### config.mk
export PLATFORM = sky130hd
export DESIGN_NAME = xpoint_router
export DESIGN_NICKNAME = d
export VERILOG_FILES = /design/src/rtl/xr_pkg.sv /design/src/rtl/xr_edge.sv /design/src/rtl/xr_cfg_fsm.sv /design/src/rtl/xr_mux.sv /design/src/rtl/xpoint_router.sv
export SDC_FILE = /design/constraint.sdc
export NUM_CORES = 1
export LEC_CHECK = 0
export ABC_AREA = 1
export BUFFER_PORTS_ARGS = -buffer_cell sky130_fd_sc_hd__buf_2
export CORE_MARGIN = 2
export CORE_UTILIZATION = 55
export CTS_CLUSTER_DIAMETER = 100
export DETAILED_ROUTE_END_ITERATION = 10
export PLACE_DENSITY = 0.74
export SLEW_MARGIN = 20
export SYNTH_ARGS = -nofsm -noshare
export SYNTH_HDL_FRONTEND = slang
export SYNTH_SLANG_ARGS = --single-unit
### constraint.sdc
create_clock -name clk -period 1.52 [get_ports clk]
set_input_delay 0.228 -clock clk [delete_from_list [all_inputs] [get_ports clk]]
set_output_delay 0.228 -clock clk [all_outputs]
set_load 0.05 [all_outputs]
### src/rtl/xr_pkg.sv
package xr_pkg;
    typedef enum logic [1:0] {
        XR_FANOUT = 2'd0,
        XR_IDLE   = 2'd1,
        XR_STAGED = 2'd2
    } xr_mode_e;
endpackage

### src/rtl/xr_edge.sv
module xr_edge #(
    parameter int W = 2
) (
    input  logic         clk,
    input  logic         rst_n,
    input  logic [W-1:0] lvl,
    output logic [W-1:0] rise
);
    logic [W-1:0] prev_q;

    // Reset to high: an undriven strobe rests high, so no edge at reset exit.
    always_ff @(posedge clk or negedge rst_n) begin
        if (!rst_n) prev_q <= '1;
        else        prev_q <= lvl;
    end

    assign rise = lvl & ~prev_q;

    assert_no_repeat_edge_R9: assert property (@(posedge clk) disable iff (!rst_n)
        (rise != '0) |=> ((rise & $past(rise)) == '0));
endmodule

### src/rtl/xr_cfg_fsm.sv
module xr_cfg_fsm
    import xr_pkg::*;
#(
    parameter int N_PORTS = 4,
    parameter int SEL_W   = $clog2(N_PORTS)
) (
    input  logic                          clk,
    input  logic                          rst_n,
    input  logic [SEL_W-1:0]              in_sel,
    input  logic [SEL_W-1:0]              out_sel,
    input  logic                          load_lvl,
    input  logic                          cfg_lvl,
    input  logic                          load_rise,
    input  logic                          cfg_rise,
    output logic [N_PORTS-1:0][SEL_W-1:0] route,
    output logic                          fanout
);
    xr_mode_e                        state_q, state_d;
    logic [N_PORTS-1:0][SEL_W-1:0]   route_q;
    logic [SEL_W-1:0]                stg_src_q, stg_dst_q;

    // Next-state logic
    always_comb begin
        state_d = state_q;
        unique case (state_q)
            XR_FANOUT: if (!load_lvl && !cfg_lvl)   state_d = XR_IDLE;   // enter
            XR_IDLE:   if (load_rise)               state_d = XR_STAGED; // stage
            XR_STAGED: if (cfg_rise && !load_rise)  state_d = XR_IDLE;   // commit
            default:                                state_d = XR_FANOUT;
        endcase
    end

    // State register
    always_ff @(posedge clk or negedge rst_n) begin
        if (!rst_n) state_q <= XR_FANOUT;
        else        state_q <= state_d;
    end

    // Table and staging register
    always_ff @(posedge clk or negedge rst_n) begin
        if (!rst_n) begin
            route_q   <= '0;
            stg_src_q <= '0;
            stg_dst_q <= '0;
        end else begin
            if (state_q == XR_FANOUT && state_d == XR_IDLE) begin
                for (int n = 0; n < N_PORTS; n++) route_q[n] <= in_sel;
            end
            if (state_q == XR_STAGED && cfg_rise) begin
                route_q[stg_dst_q] <= stg_src_q;
            end
            if (state_q != XR_FANOUT && load_rise) begin
                stg_src_q <= in_sel;
                stg_dst_q <= out_sel;
            end
        end
    end

    // Outputs
    always_comb begin
        route  = route_q;
        fanout = (state_q == XR_FANOUT);
    end

    assert_mode_sticky_R4: assert property (@(posedge clk) disable iff (!rst_n)
        (state_q != XR_FANOUT) |=> (state_q != XR_FANOUT));

    assert_idle_commit_noop_R8: assert property (@(posedge clk) disable iff (!rst_n)
        (state_q == XR_IDLE && cfg_rise) |=> $stable(route_q));

    assert_load_keeps_table_R5: assert property (@(posedge clk) disable iff (!rst_n)
        (state_q != XR_FANOUT && load_rise && !cfg_rise) |=> $stable(route_q));
endmodule

### src/rtl/xr_mux.sv
module xr_mux #(
    parameter int N_PORTS = 4,
    parameter int SEL_W   = $clog2(N_PORTS)
) (
    input  logic [N_PORTS-1:0]            din,
    input  logic [SEL_W-1:0]              in_sel,
    input  logic [N_PORTS-1:0][SEL_W-1:0] route,
    input  logic                          fanout,
    output logic [N_PORTS-1:0]            nxt
);
    for (genvar g = 0; g < N_PORTS; g++) begin : g_out
        logic [SEL_W-1:0] src;
        assign src    = fanout ? in_sel : route[g];
        assign nxt[g] = din[src];
    end
endmodule

### src/rtl/xpoint_router.sv
module xpoint_router #(
    parameter int N_PORTS = 4,
    localparam int SEL_W  = $clog2(N_PORTS)
) (
    input  logic               clk,
    input  logic               rst_n,
    input  logic [N_PORTS-1:0] din,
    input  logic [SEL_W-1:0]   in_sel,
    input  logic [SEL_W-1:0]   out_sel,
    input  logic               load_strb,
    input  logic               cfg_strb,
    output logic [N_PORTS-1:0] dout
);
    logic [1:0]                    rise;
    logic [N_PORTS-1:0][SEL_W-1:0] route;
    logic                          fanout;
    logic [N_PORTS-1:0]            nxt;

    xr_edge #(.W(2)) u_edge (
        .clk  (clk),
        .rst_n(rst_n),
        .lvl  ({cfg_strb, load_strb}),
        .rise (rise)
    );

    xr_cfg_fsm #(.N_PORTS(N_PORTS), .SEL_W(SEL_W)) u_fsm (
        .clk      (clk),
        .rst_n    (rst_n),
        .in_sel   (in_sel),
        .out_sel  (out_sel),
        .load_lvl (load_strb),
        .cfg_lvl  (cfg_strb),
        .load_rise(rise[0]),
        .cfg_rise (rise[1]),
        .route    (route),
        .fanout   (fanout)
    );

    xr_mux #(.N_PORTS(N_PORTS), .SEL_W(SEL_W)) u_mux (
        .din   (din),
        .in_sel(in_sel),
        .route (route),
        .fanout(fanout),
        .nxt   (nxt)
    );

    always_ff @(posedge clk or negedge rst_n) begin
        if (!rst_n) dout <= '0;
        else        dout <= nxt;
    end

    assert_fanout_uniform_R2: assert property (@(posedge clk) disable iff (!rst_n)
        fanout |=> (dout == '0 || dout == '1));
endmodule

==> run_summary.xml <==
<?xml version="1.0" encoding="UTF-8"?>
<metrics>
  <group name="run">
    <metric name="max-cap-violations" unit="">0</metric>
  </group>
  <group name="routing">
    <metric name="number_of_drc_violations_after_detailed_routing_iteration_0" unit="">19</metric>
    <metric name="drt-vias-per-instance" unit="">4.90</metric>
    <metric name="detailroute.via_count" unit="">1053</metric>
    <metric name="detail_route.drc_violations" unit="">0</metric>
    <metric name="drt_first_pass_iters" unit="">5</metric>
    <metric name="drt.antenna.violating_nets" unit="">0</metric>
    <metric name="wl_per_cell" unit="um">10.8</metric>
    <metric name="total_wirelength_of_the_detailed_routed_design" unit="mm">2.32</metric>
  </group>
  <group name="clock_network">
    <metric name="largest_buffer_count_on_any_clock_path" unit="">2</metric>
    <metric name="cts_tree" unit="">done</metric>
    <metric name="worst_skew_pair.late_latency" unit="ns">0.30</metric>
    <metric name="cts.clk_slew.worst_paths" unit="ns">0.12</metric>
    <metric name="tritoncts_num_sinks" unit="">20</metric>
    <metric name="htreeDepth" unit="">1</metric>
    <metric name="cts_buffers" unit="">3</metric>
    <metric name="clock_tree.root_cell" unit="">sky130_fd_sc_hd__clkbuf_4</metric>
  </group>
  <group name="setup_path">
    <metric name="worst_r2r_path_depth" unit="">7</metric>
    <metric name="critical_path.startpoint_type" unit="">flip-flop</metric>
    <metric name="endpoint_kind" unit="">flip-flop</metric>
    <metric name="path_max_fanout" unit="">7</metric>
    <metric name="timing.critical_path.arrival" unit="ns">1.56</metric>
    <metric name="setup.worst_path.class" unit="">reg -&gt; reg</metric>
    <metric name="worst_r2r_endpoint" unit="">dout[2]</metric>
    <metric name="critical_path.endpoint" unit="">dout[2]</metric>
    <metric name="timing.critical_path.from" unit="">u_fsm.state_q[0]</metric>
    <metric name="cp_data_required_time" unit="ns">1.73</metric>
    <metric name="setup.reg_to_reg.worst_slack" unit="ns">0.17</metric>
    <metric name="critical_path.reg2reg.startpoint" unit="">u_fsm.state_q[0]</metric>
  </group>
  <group name="place">
    <metric name="gpl.final_weighted_congestion" unit="">0.845</metric>
    <metric name="io_buffers" unit="">15</metric>
    <metric name="dp_hpwl" unit="mm">1.80</metric>
    <metric name="placement.setup.worst_slack" unit="ns">0.169</metric>
    <metric name="place.detailed.instances" unit="">210</metric>
  </group>
  <group name="outcome">
    <metric name="outcome" unit="">completed</metric>
  </group>
  <group name="final_layout">
    <metric name="multi_input_area" unit="um2">520</metric>
    <metric name="final_cell_count_no_fill" unit="">215</metric>
    <metric name="final-seq-area" unit="um2">503</metric>
    <metric name="n_antenna_cell" unit="">0</metric>
    <metric name="layout_cell_share_with_drive_strength_beyond_1" unit="%">13.8</metric>
    <metric name="areaGrowthSynthToFinish" unit="%">12.1</metric>
    <metric name="finalNetCount" unit="">201</metric>
    <metric name="fillCellCount" unit="">180</metric>
  </group>
  <group name="sta">
    <metric name="maxSlewHeadroom" unit="%">69.6</metric>
    <metric name="clock_skew" unit="ns">0.0109</metric>
    <metric name="final-hold-violation-count" unit="">0</metric>
    <metric name="timing_worst_slew_pin_value" unit="ns">0.456</metric>
    <metric name="fin_tns_setup" unit="ns">0</metric>
    <metric name="setup_viol_count_final" unit="">0</metric>
    <metric name="final_period_minus_worst_setup_slack" unit="ns">1.35</metric>
    <metric name="finalCritPeriodShare" unit="%">89.0</metric>
    <metric name="setup_slack" unit="ns">0.167</metric>
    <metric name="timing.final.max_slew_violations" unit="">0</metric>
    <metric name="max_clock_freq" unit="MHz">739</metric>
    <metric name="unrepaired_setup_endpoints_after_global_routing" unit="">false</metric>
  </group>
  <group name="global_routing">
    <metric name="global_route_wire_length_before_repair" unit="mm">4.29</metric>
    <metric name="grt_pass1_vias" unit="">1070</metric>
    <metric name="overall_global_routing_resource_usage" unit="%">23.2</metric>
    <metric name="antenna_violations_before_repair" unit="">0</metric>
    <metric name="grt_max_degree" unit="">21</metric>
    <metric name="global_route.overflow_total" unit="">0</metric>
  </group>
  <group name="power_and_ir_drop">
    <metric name="report.power.total" unit="uW">2510</metric>
    <metric name="p_leak" unit="uW">0.000734</metric>
    <metric name="power_per_cell_area" unit="nW/um2">1990</metric>
    <metric name="peakVddDrop" unit="uV">1030</metric>
  </group>
  <group name="die">
    <metric name="chipWidth" unit="um">49.3</metric>
    <metric name="design.die.area" unit="um2">2430</metric>
    <metric name="design.core.area" unit="um2">1940</metric>
    <metric name="floorplan.die.height" unit="um">49.3</metric>
    <metric name="io_pins" unit="">16</metric>
    <metric name="initial_core_util" unit="%">58.0</metric>
    <metric name="placementRows" unit="">16</metric>
  </group>
  <group name="synth">
    <metric name="synth.net_count" unit="">181</metric>
    <metric name="synth_area" unit="um2">1130</metric>
    <metric name="synth.lib_cells_used.distinct" unit="">12</metric>
    <metric name="synthesized_area_divided_by_synthesized_cell_count" unit="um2">6.66</metric>
    <metric name="synth_seq_cells" unit="">20</metric>
    <metric name="synthCells" unit="">169</metric>
    <metric name="yosysWarningCount" unit="">0</metric>
    <metric name="synth_seq_area_share" unit="%">44.7</metric>
  </group>
  <group name="worst_hold_path">
    <metric name="type_of_the_most_critical_hold_path" unit="">in -&gt; reg</metric>
  </group>
</metrics>
synthesized netlist by cell type, drive strengths merged:
| library cell | count | area share, % |
|---|---|---|
| nand2 | 55 | 19 |
| a21oi | 3 | 1.3 |
| dfstp | 2 | 4.7 |
| o21ai | 5 | 2.2 |
| nor2 | 35 | 12 |
| dfrtp | 18 | 40 |
| buf | 2 | 1.7 |
| nand3 | 26 | 12 |
| inv | 23 | 7.7 |
metal layers:
layer | track usage [%] | up-vias | wire (um)
met5 | 0 | - | 0
met3 | 4.29 | 4 | 90
li1 | - | 556 | -
met1 | 26.1 | 472 | 1040
met2 | 40.5 | 21 | 1140
met4 | 13.3 | 0 | 40
critical path: stages, from the launching register on:
cell	delay, ns
sky130_fd_sc_hd__dfrtp_1	0.43
sky130_fd_sc_hd__nor2_2	0.24
sky130_fd_sc_hd__buf_4	0.19
sky130_fd_sc_hd__nand2_2	0.08
sky130_fd_sc_hd__o21ai_0	0.12
sky130_fd_sc_hd__inv_1	0.07
sky130_fd_sc_hd__nand3_1	0.09
sky130_fd_sc_hd__nand2_1	0.05
kinds of logic (layout without fill, tap and decap cells):
group                  Yosys count  in the layout  share of synthesized area [%]
AO/OA/AOI/OAI                    8              8                           3.55
buffers and inverters           25             44                           9.33
AND/OR/NAND/NOR                116            116                           42.4
flip-flops                      20             20                           44.7
sequential cells by signal, summed over array words and instances (netlist names):
register and flops:
u_fsm.state_q 2, u_fsm.stg_dst_q 2, dout 4, u_edge.prev_q 2
u_fsm.stg_src_q 2, u_fsm.route 8
per-stage QoR:
stage	instance area (um2)	utilization (%)	hold slack (ns)
2_1_floorplan	1130	-	-0.0676
3_3_place_gp	1220	63.0	0.199
3_5_place_dp	1220	63.0	0.197
4_1_cts	1260	64.9	0.0301
5_1_grt	1260	65.0	0.0231
6_report	1260	65.0	0.0406
worst min path at each step:
| stage | startpoint | to | cells after the start |
|---|---|---|---|
| 3_5_place_dp | rst_n | u_fsm.state_q[1] | 1 |
| 5_1_grt | load_strb | u_edge.prev_q[0] | 1 |
| 2_1_floorplan | rst_n | dout[0] | 0 |
| 6_report | load_strb | u_edge.prev_q[0] | 1 |
| 4_1_cts | load_strb | u_edge.prev_q[0] | 1 |
| 3_3_place_gp | rst_n | u_fsm.state_q[1] | 1 |
report_power, final:
group | switching (uW) | internal [uW]
Clock | 162 | 102
Combinational | 905 | 412
Sequential | 160 | 768
cell type report:
| cell class | instances | area share, % |
|---|---|---|
| multi-input cells | 124 | 41.2 |
| flip-flops and latches | 20 | 39.8 |
| repair buffers | 17 | 7.33 |
| inverters | 23 | 6.84 |
| well taps | 27 | 2.68 |
| clock buffers | 4 | 2.08 |
timing repair:
item,CTS,global route
hold buffers,1,0
endpoints found under the hold margin,18,0
setup endpoints to repair,0,1
resized for setup,0,1
setup buffers,0,0
cell usage in the layout, fill, tap and decap left out, drive strengths merged:
cell type / n
nand2: 55
nor2: 35
nand3: 26
inv: 23
dfrtp: 18
buf: 16
o21ai: 5
clkbuf: 4
a21oi: 3
dfstp: 2
dlygate4sd3: 1
Power figures use the tool's default switching activity.
